File: src/rtl/flash_erase_pkg.sv
package flash_erase_pkg;

  localparam int REG_W     = 8;
  localparam int NUM_BANKS = 2;

  localparam int CTL_SEL_A = 0;
  localparam int CTL_SEL_B = 1;
  localparam int CTL_GO    = 7;

  localparam int STS_BUSY  = 0;
  localparam int STS_SEQ   = 1;
  localparam int STS_WP    = 2;

  typedef enum logic [1:0] {
    VERDICT_RUN = 2'd0,
    VERDICT_SEQ = 2'd1,
    VERDICT_WP  = 2'd2
  } verdict_e;

  // Priority: leftover flags, then empty selection, then single bank in
  // single-bank mode, then protection.
  function automatic verdict_e judge(input logic [NUM_BANKS-1:0] sel,
                                     input logic dual,
                                     input logic leftover,
                                     input logic [NUM_BANKS-1:0] wp);
    if (leftover)                         return VERDICT_SEQ;
    if (sel == '0)                        return VERDICT_SEQ;
    if (!dual && (sel != '1))             return VERDICT_SEQ;
    if ((sel & wp) != '0)                 return VERDICT_WP;
    return VERDICT_RUN;
  endfunction

  function automatic logic [REG_W-1:0] pack_ctrl(input logic go,
                                                 input logic [NUM_BANKS-1:0] sel);
    logic [REG_W-1:0] r;
    r = '0;
    r[CTL_GO]    = go;
    r[CTL_SEL_A] = sel[0];
    r[CTL_SEL_B] = sel[1];
    return r;
  endfunction

  function automatic logic [REG_W-1:0] pack_status(input logic bsy,
                                                   input logic seq,
                                                   input logic wpe);
    logic [REG_W-1:0] r;
    r = '0;
    r[STS_BUSY] = bsy;
    r[STS_SEQ]  = seq;
    r[STS_WP]   = wpe;
    return r;
  endfunction

endpackage

File: src/rtl/erase_req_check.sv
module erase_req_check
  import flash_erase_pkg::*;
(
  input  logic                 go_write,
  input  logic [NUM_BANKS-1:0] sel,
  input  logic                 dual,
  input  logic                 leftover,
  input  logic [NUM_BANKS-1:0] wp,
  output logic                 accept,
  output logic                 raise_seq,
  output logic                 raise_wp
);
  verdict_e v;

  always_comb begin
    v         = judge(sel, dual, leftover, wp);
    accept    = go_write && (v == VERDICT_RUN);
    raise_seq = go_write && (v == VERDICT_SEQ);
    raise_wp  = go_write && (v == VERDICT_WP);
  end
endmodule

File: src/rtl/erase_bank_timer.sv
module erase_bank_timer #(
  parameter int ERASE_CYCLES = 40,
  localparam int CNT_W = $clog2(ERASE_CYCLES + 1)
) (
  input  logic clk,
  input  logic rst_n,
  input  logic start,
  output logic active,
  output logic last
);
  logic [CNT_W-1:0] cnt_q;

  always_ff @(posedge clk or negedge rst_n) begin
    if (!rst_n)             cnt_q <= '0;
    else if (start)         cnt_q <= CNT_W'(ERASE_CYCLES);
    else if (cnt_q != '0)   cnt_q <= cnt_q - 1'b1;
  end

  assign active = (cnt_q != '0);
  assign last   = (cnt_q == CNT_W'(1));
endmodule

File: src/rtl/flash_erase_ctrl.sv
module flash_erase_ctrl
  import flash_erase_pkg::*;
#(
  parameter int ERASE_CYCLES = 40
) (
  input  logic                 clk,
  input  logic                 rst_n,
  input  logic                 reg_wr,
  input  logic                 reg_sel,
  input  logic [REG_W-1:0]     reg_wdata,
  input  logic                 dual_bank,
  input  logic [NUM_BANKS-1:0] wp_hit,
  input  logic                 osc_sw_on,
  output logic [REG_W-1:0]     ctrl_rd,
  output logic [REG_W-1:0]     stat_rd,
  output logic                 busy,
  output logic [NUM_BANKS-1:0] erase_pulse,
  output logic                 osc_req
);
  logic [NUM_BANKS-1:0] sel_q, pulse_q, bank_active, bank_last, wr_sel;
  logic                 go_q, seq_q, wpe_q;
  logic                 ctrl_wr, stat_wr, go_write;
  logic                 accept, raise_seq, raise_wp;
  logic                 array_done;
  logic                 unused_wdata;

  assign busy     = |bank_active;
  assign ctrl_wr  = reg_wr && !reg_sel && !busy;
  assign stat_wr  = reg_wr && reg_sel;
  assign go_write = ctrl_wr && reg_wdata[CTL_GO];
  assign wr_sel   = {reg_wdata[CTL_SEL_B], reg_wdata[CTL_SEL_A]};
  assign unused_wdata = ^{reg_wdata[6:3]};

  erase_req_check u_check (
    .go_write (go_write),
    .sel      (wr_sel),
    .dual     (dual_bank),
    .leftover (seq_q || wpe_q),
    .wp       (wp_hit),
    .accept   (accept),
    .raise_seq(raise_seq),
    .raise_wp (raise_wp)
  );

  for (genvar b = 0; b < NUM_BANKS; b++) begin : g_bank
    erase_bank_timer #(.ERASE_CYCLES(ERASE_CYCLES)) u_timer (
      .clk   (clk),
      .rst_n (rst_n),
      .start (accept && wr_sel[b]),
      .active(bank_active[b]),
      .last  (bank_last[b])
    );
  end

  // Done when every running bank is on its final cycle.
  assign array_done = busy && ((~bank_active | bank_last) == '1);

  always_ff @(posedge clk or negedge rst_n) begin
    if (!rst_n) begin
      sel_q   <= '0;
      go_q    <= 1'b0;
      pulse_q <= '0;
      seq_q   <= 1'b0;
      wpe_q   <= 1'b0;
    end else begin
      if (ctrl_wr) sel_q <= wr_sel;
      if (accept)          go_q <= 1'b1;
      else if (array_done) go_q <= 1'b0;
      pulse_q <= accept ? wr_sel : '0;
      if (raise_seq)                       seq_q <= 1'b1;
      else if (stat_wr && reg_wdata[STS_SEQ]) seq_q <= 1'b0;
      if (raise_wp)                        wpe_q <= 1'b1;
      else if (stat_wr && reg_wdata[STS_WP])  wpe_q <= 1'b0;
    end
  end

  assign erase_pulse = pulse_q;
  assign osc_req     = go_q && !osc_sw_on;
  assign ctrl_rd     = pack_ctrl(go_q, sel_q);
  assign stat_rd     = pack_status(busy, seq_q, wpe_q);
endmodule

File: config.mk
export PLATFORM = sky130hd
export DESIGN_NAME = flash_erase_ctrl
export DESIGN_NICKNAME = d
export VERILOG_FILES = /design/src/rtl/flash_erase_pkg.sv /design/src/rtl/erase_req_check.sv /design/src/rtl/erase_bank_timer.sv /design/src/rtl/flash_erase_ctrl.sv
export SDC_FILE = /design/constraint.sdc
export NUM_CORES = 1
export LEC_CHECK = 0
export BUFFER_PORTS_ARGS = -buffer_cell sky130_fd_sc_hd__buf_2
export CORE_MARGIN = 5
export CORE_UTILIZATION = 50
export CTS_BUF_LIST = sky130_fd_sc_hd__clkbuf_16
export DETAILED_ROUTE_END_ITERATION = 6
export GPL_TIMING_DRIVEN = 0
export PLACE_DENSITY = 0.78
export SETUP_SLACK_MARGIN = 0.4
export SYNTH_ARGS = -nofsm -noshare
export SYNTH_HDL_FRONTEND = slang
export SYNTH_SLANG_ARGS = --single-unit
File: constraint.sdc
create_clock -name clk -period 2 [get_ports clk]
set_clock_uncertainty 0.15 [all_clocks]
set_input_delay 0.4 -clock clk [delete_from_list [all_inputs] [get_ports clk]]
set_output_delay 0.4 -clock clk [all_outputs]
set_load 0.02 [all_outputs]
==> metrics.log, run 1 <==
INFO  metric status = finished with violations
INFO  metric failed_checks = negative setup slack
INFO  metric setup_ws = -0.0494 ns
INFO  metric drt_iter0_markers = 33
INFO  metric cts_buffer_depth = 2
INFO  metric unique_masters_post_synth = 35
INFO  metric synth_common_cells = dfrtp_1, buf_4, nor2_1, ha_1, nand2_1
INFO  metric cp.required = approximately 1.5 ns
INFO  metric synth.area.top_cells = dfrtp_1, buf_4, ha_1
INFO  metric most_frequent_cell_on_critical_path = buf_6
INFO  metric tritoncts.num_buffers = 3
INFO  metric max-vdd-ir-drop = between 0.0008 and 0.0009 V
INFO  metric highest_clock_frequency_the_design_can_meet = around 0.49 GHz
INFO  metric final_antenna_net_count = 0
INFO  metric cell_chain_critical_path = nor4_4 > nand4_4 > buf_6 > buf_6
INFO  metric grt_util_all_layers = between 15 and 20%
INFO  metric drtPass1Iterations = 4
INFO  metric setup_repair_after_global_routing_missed_its_margin = yes
INFO  metric number_of_antenna_violations_at_the_first_check_in_global_routing = 0
INFO  metric core-area = 2230 um^2
INFO  metric crit_type = reg2out
INFO  metric synthMostInstantiatedCell = dfrtp_1
INFO  metric fin_nets = approximately 190
INFO  metric p_switching = between 700 and 800 uW
INFO  metric synth_top_area_share = between 40% and 50%
INFO  metric grt_first_pass_wirelength = 4700 um
INFO  metric floorplan.initialDensity = between 50% and 60%
INFO  metric die_area = ~3400 um^2
INFO  metric first_global_vias = 1047
INFO  metric place_worst_setup_slack = -0.0181 ns
INFO  metric regToRegStartpoint = g_bank[1].u_timer.cnt_q[5]
INFO  metric row_count = 17
INFO  metric post_synth_edffs = 0
INFO  metric design.portCount = 36
INFO  metric power_leakage = roughly 0.00085 uW
INFO  metric hold_path.startpoint = reg_wdata[0]
INFO  metric syn_avg_cell_area = around 10 um^2
INFO  metric power.share.switching = around two fifths
INFO  metric post-route-drc-count = 0
INFO  metric synth_top_cell_by_area = dfrtp_1
INFO  metric filler_cell_count = approximately 160
INFO  metric clkTransAtPathRegs = ~0.060 ns
INFO  metric placement.io_buffers = 21
INFO  metric postSynth.asyncResetShare = 100%
INFO  metric finalWirelength = 2970 um
INFO  metric final.min_clock_period = a little over 2 ns
INFO  metric num_vias = 1002
INFO  metric cap_viol_max_count = 0
INFO  metric post_drt_via_cell_ratio = just over 5
INFO  metric hp-class = in2reg
INFO  metric routedWlPerCell = 15.4 um
INFO  metric setup_viol = 2
INFO  metric floorplan.die.height = 58.7 um
INFO  metric chipWidth = 58.7 um
INFO  metric power.combinational.fraction = a little under half
INFO  metric powerDensity = ~1200 nW/um^2
INFO  metric synth-main-ff-cell = dfrtp_1
INFO  metric seqPwrFrac = between 30% and 40%
INFO  metric gp_congestion = roughly 0.77
INFO  metric slowest_stage = dfrtp_1
INFO  metric finalMaxSlewViolations = 0
INFO  metric cts_tree = done
INFO  metric grt_overflow = 0
INFO  metric hold_viol = 0
INFO  metric layout-area-overhead-vs-synth = 40.9%
INFO  metric layout-drive-gt1-share = 47.3%
INFO  metric critical-path-max-stage-delay = 0.42 ns
INFO  metric antenna_cells = 0
INFO  metric ys_warn_count = 0
INFO  metric cts_max_level = 1
INFO  metric grt_max_degree = 20
INFO  metric post-dp-hpwl = about 1700 um
INFO  metric netlist_area = approximately 1200 um^2
INFO  metric clock_power_share = 20.2%
INFO  metric finish.utilization = between 70% and 80%
INFO  metric capturing_element_type_of_the_critical_path = primary output
INFO  metric post-route-period-util = 102%
INFO  metric ys_ff_latch = 19
INFO  metric ctsRootBufferMaster = clkbuf_16
INFO  metric cts_sinks = 19
INFO  metric worst_setup_path_startpoint = g_bank[1].u_timer.cnt_q[5]
INFO  metric clk-insertion-delay-late = around 0.26 ns
INFO  metric worstPathArrival = about 1.5 ns
INFO  metric netlist_instances = roughly 110
INFO  metric critical_path.max_fanout = 3
INFO  metric internal-power = ~1300 uW
INFO  metric synth.yosys.seq_area_share = 40.1%
INFO  metric setup.worst_path.start_class = register
## metrics by stage
step | cell area [um^2] | power (uW) | TNS, ns | cells | hold slack [ns]
after detailed placement | 1370 | 1350 | -0.0181 | 171 | 0.218
after global placement | 1370 | 1310 | -0.00512 | 171 | 0.211
final | 1670 | 2080 | -0.0635 | 193 | 0.326
after floorplan | 1230 | 1200 | 0 | 122 | -0.0456
after CTS | 1580 | 1900 | -0.0203 | 186 | 0.312
after global routing | 1670 | 2200 | -0.279 | 193 | 0.339
## logic make-up after synthesis
| group | after synthesis | share of synthesized area, % |
|---|---|---|
| fa+ha+maj | 7 | 7.17 |
| mux | 5 | 4.43 |
| flops | 19 | 40.1 |
| other cells | 1 | 0.316 |
| xor+xnor | 5 | 3.69 |
| simple gates | 39 | 23.0 |
| buf+inv | 20 | 11.0 |
| compound gates | 17 | 10.3 |
## timing repair
action | 4_1_cts | 5_1_grt
hold buffers | 1 | 0
endpoints found under the hold margin | 19 | 0
buffers inserted | 10 | 7
gates resized for setup | 11 | 10
pin swaps | 4 | 3
endpoints found under the setup margin | 18 | 20
## critical path: cells and delay by family (launching register included)
kind | cells | cell delay, ns
buffers and inverters | 2 | 0.27
flip-flops | 1 | 0.42
AND/OR/NAND/NOR | 2 | 0.56
## final timing paths
check	endpoint	slack [ns]	depth (start not counted)
worst min register to register	sel_q[1]	0.36	1
worst max-delay path	stat_rd[0]	-0.05	4
worst max register to register	sel_q[0]	-0.01	6
max in group asynchronous	g_bank[0].u_timer.cnt_q[5]	0.93	2
min in group asynchronous	g_bank[0].u_timer.cnt_q[3]	0.47	2
worst min-delay path	sel_q[0]	0.33	2
## registers in the layout, indices dropped and copies added, names as in the netlist
name	count
g_bank.u_timer.cnt_q	12
sel_q	2
go_q	1
erase_pulse	2
wpe_q	1
seq_q	1
## final cells by class
| cell class | instances | area, um^2 | area share [%] |
|---|---|---|---|
| inverter | 4 | 15.0 | 0.898 |
| multi-input combinational | 83 | 672 | 40.2 |
| buffer | 16 | 131 | 7.86 |
| clock inverter | 1 | 3.75 | 0.225 |
| timing repair buffer | 39 | 264 | 15.8 |
| tap | 28 | 35.0 | 2.10 |
| sequential | 19 | 475 | 28.4 |
| clock buffer | 3 | 75.1 | 4.49 |
## layer usage
metal / up-vias / share of wire [%] / global-route usage (%)
li1: 471 / - / -
met1: 476 / 37 / 19.8
met2: 38 / 55 / 31.6
met3: 17 / 4.4 / 5.92
met4: 0 / 3.9 / 8.41
met5: - / 0 / 0
## power by group through the flow
stage | sequential [uW] | clock (uW) | combinational [uW]
4_1_cts | 670 | 423 | 802
2_1_floorplan | 670 | 0 | 528
3_3_place_gp | 684 | 0 | 622
5_1_grt | 700 | 450 | 1050
6_report | 678 | 419 | 978
3_5_place_dp | 691 | 0 | 655
## layout by cell type, fill, tap and decap left out, types with 2 or more instances in the layout
cell,n
xnor2_1,3
a22o_1,2
buf_6,6
a211o_1,2
ha_1,5
conb_1,10
mux2i_1,3
nor2_1,7
inv_1,5
nor3_2,2
o211ai_1,2
nand2_1,6
buf_2,20
nor4_4,2
nor3_4,2
nand3_1,4
nor2b_1,2
buf_4,26
a21oi_1,5
dfrtp_1,19
clkbuf_16,3
xor2_1,2
nor3_1,2
No activity file was read; power rests on OpenSTA's default activity.
==> run 2, diff against run 1 <==
==> constraint.sdc (replaced) <==
create_clock -name clk -period 2 [get_ports clk]
set_clock_uncertainty 0.15 [all_clocks]
set_input_delay 0 -clock clk [delete_from_list [all_inputs] [get_ports clk]]
set_output_delay 0 -clock clk [all_outputs]
set_load 0.02 [all_outputs]
==> metrics.log, run 2 (same netlist as run 1, synthesis figures left out) <==
INFO  metric layout.cells.most_common = buf_4
INFO  metric drtPass1Iterations = 4 (unchanged)
INFO  metric gp_congestion = 0.767 (unchanged)
INFO  metric placement.io_buffers = 21 (unchanged)
INFO  metric grt_util_all_layers = 18.7% (+0.55 points)
INFO  metric highest_count_cells_in_the_layout_ignoring_fill_and_taps = buf_4, buf_2, dfrtp_1, conb_1, nor2_1
INFO  metric hold_viol = 0 (unchanged)
INFO  metric setup_viol = 0 (-2)
INFO  metric top_register = g_bank.u_timer.cnt_q
INFO  metric post-dp-hpwl = 1740 um (unchanged)
INFO  metric ff2ff_path_depth = 6 (unchanged)
INFO  metric floorplan.die.height = 58.7 um (unchanged)
INFO  metric hold_path.startpoint = reg_wdata[7]
INFO  metric capturing_element_type_of_the_critical_path = register
INFO  metric setup.worst_path.start_class = register
INFO  metric finish.utilization = 75.1% (+0.28 points)
INFO  metric max-vdd-ir-drop = 0.000884 V (+5.9%)
INFO  metric final.min_clock_period = 1.82 ns (-0.227 ns)
INFO  metric routedWlPerCell = 14.6 um (-5.0%)
INFO  metric worst-r2r-setup-slack = 0.18 ns (+0.19 ns)
INFO  metric finalWirelength = 2870 um (-3.5%)
INFO  metric cts_buffer_depth = 2 (unchanged)
INFO  metric cts_sinks = 19 (unchanged)
INFO  metric powerDensity = 1150 nW/um^2 (-7.1%)
INFO  metric cp.required = 1.99 ns (+0.54 ns)
INFO  metric critical_path.max_fanout = 6 (+3)
INFO  metric grt_max_degree = 20 (unchanged)
INFO  metric power_leakage = 0.000854 uW (+0.15%)
INFO  metric tritoncts.num_buffers = 3 (unchanged)
INFO  metric grt_first_pass_wirelength = 4910 um (+4.4%)
INFO  metric floorplan.initialDensity = 53.1% (unchanged)
INFO  metric filler_cell_count = 139 (-12%)
INFO  metric row_count = 17 (unchanged)
INFO  metric use_met2 = 31.3% (-0.32 points)
INFO  metric antenna_cells = 0 (unchanged)
INFO  metric hold_path_end = erase_pulse[0]
INFO  metric design.portCount = 36 (unchanged)
INFO  metric fin_nets = 191 (+1.6%)
INFO  metric r2r-end = g_bank[1].u_timer.cnt_q[3]
INFO  metric status = finished clean
INFO  metric die_area = 3450 um^2 (unchanged)
INFO  metric number_of_antenna_violations_at_the_first_check_in_global_routing = 0 (unchanged)
INFO  metric hp-class = in2reg
INFO  metric cts_max_level = 1 (unchanged)
INFO  metric num_vias = 998 (-0.40%)
INFO  metric core-area = 2230 um^2 (unchanged)
INFO  metric finalSetupTns = 0 ns (+0.0635 ns)
INFO  metric post-route-period-util = 91.1% (-11 points)
INFO  metric met1_usage = 22.4% (+2.6 points)
INFO  metric first_global_vias = 1021 (-2.5%)
INFO  metric cap_viol_max_count = 0 (unchanged)
INFO  metric ctsRootBufferMaster = clkbuf_16
INFO  metric fin_cells = 196 (+1.6%)
INFO  metric post_drt_via_cell_ratio = 5.09 (-1.9%)
INFO  metric regToRegStartpoint = g_bank[1].u_timer.cnt_q[3]
INFO  metric grt_most_used_layer = met2
INFO  metric largest_register_ff_count = 12 (unchanged)
INFO  metric finalMaxSlewViolations = 0 (unchanged)
INFO  metric setup_repair_after_global_routing_missed_its_margin = yes
INFO  metric place_area = 1370 um^2 (unchanged)
INFO  metric grt_overflow = 0 (unchanged)
INFO  metric final_antenna_net_count = 0 (unchanged)
INFO  metric postLayoutCellArea = 1680 um^2 (+0.37%)
INFO  metric clkTransAtPathRegs = 0.05 ns (about the same)
INFO  metric drt_iter0_markers = 58 (+76%)
INFO  metric highest_clock_frequency_the_design_can_meet = 0.549 GHz (+12%)
INFO  metric post-route-drc-count = 0 (unchanged)
INFO  metric layout-drive-gt1-share = 43.5% (-3.8 points)
INFO  metric place.detailed.instances = 171 (unchanged)
INFO  metric worstPathArrival = 1.81 ns (+0.31 ns)
INFO  metric hold_path_stages = 3 (+1)
INFO  metric chipWidth = 58.7 um (unchanged)
INFO  metric grt_use_met3 = 5.92% (unchanged)
INFO  metric cts_tree = done
INFO  metric clk-insertion-delay-late = 0.25 ns (about the same)
INFO  metric crit_type = reg2reg
INFO  metric layout-area-overhead-vs-synth = 41.5%
==> run 2: power breakdown <==
part           internal (uW)  switching [uW]
sequential               524             153
clock                    266             144
combinational            423             424
==> run 2: per-stage QoR <==
stage	hold slack, ns	setup slack (ns)	power, uW
after detailed placement	-0.182	0.0337	1350
after floorplan	-0.446	0.101	1200
after global routing	0.0574	0.0876	2070
final	0.0457	0.178	1930
after global placement	-0.189	0.0563	1310
after CTS	0.0190	0.208	1860
==> run 2: critical path: stages, from the launching register on <==
cell and delay, ns:
dfrtp_2 0.43, nor4_4 0.39, buf_4 0.20, and2_4 0.14
buf_8 0.11, nor3_2 0.04, a211o_1 0.25
==> run 2: layout make-up <==
cell class | count | area, um^2 | share of cell area [%]
timing repair buffer | 42 | 294 | 17.5
clock inverter | 1 | 3.75 | 0.224
clock buffer | 3 | 75.1 | 4.47
multi-input combinational | 83 | 651 | 38.8
inverter | 4 | 15.0 | 0.895
sequential | 19 | 477 | 28.4
tap | 28 | 35.0 | 2.09
buffer | 16 | 128 | 7.61
==> run 2: worst max-delay path by stage <==
stage	from	to	slack (ns)	cells past startpoint
2_1_floorplan	g_bank[0].u_timer.cnt_q[4]	sel_q[0]	0.10	4
3_3_place_gp	g_bank[0].u_timer.cnt_q[4]	sel_q[0]	0.06	4
3_5_place_dp	g_bank[0].u_timer.cnt_q[3]	sel_q[0]	0.03	4
4_1_cts	g_bank[1].u_timer.cnt_q[5]	g_bank[1].u_timer.cnt_q[3]	0.21	6
5_1_grt	g_bank[1].u_timer.cnt_q[3]	g_bank[0].u_timer.cnt_q[1]	0.09	5
6_report	g_bank[1].u_timer.cnt_q[3]	g_bank[1].u_timer.cnt_q[3]	0.18	6
==> run 2: repair_timing <==
action                                  4_1_cts  5_1_grt
buffers inserted                              8        6
pin swaps                                     6        9
endpoints found under the setup margin       18       20
hold endpoints to repair                     24        0
gates resized for setup                       4       11
hold buffers                                  7        0
==> run 2: routing by layer <==
layer / wire (um) / vias to the layer above
met1: 1090 / 482
met4: 63 / 0
met5: 0 / -
met3: 148 / 8
met2: 1570 / 33
li1: - / 475
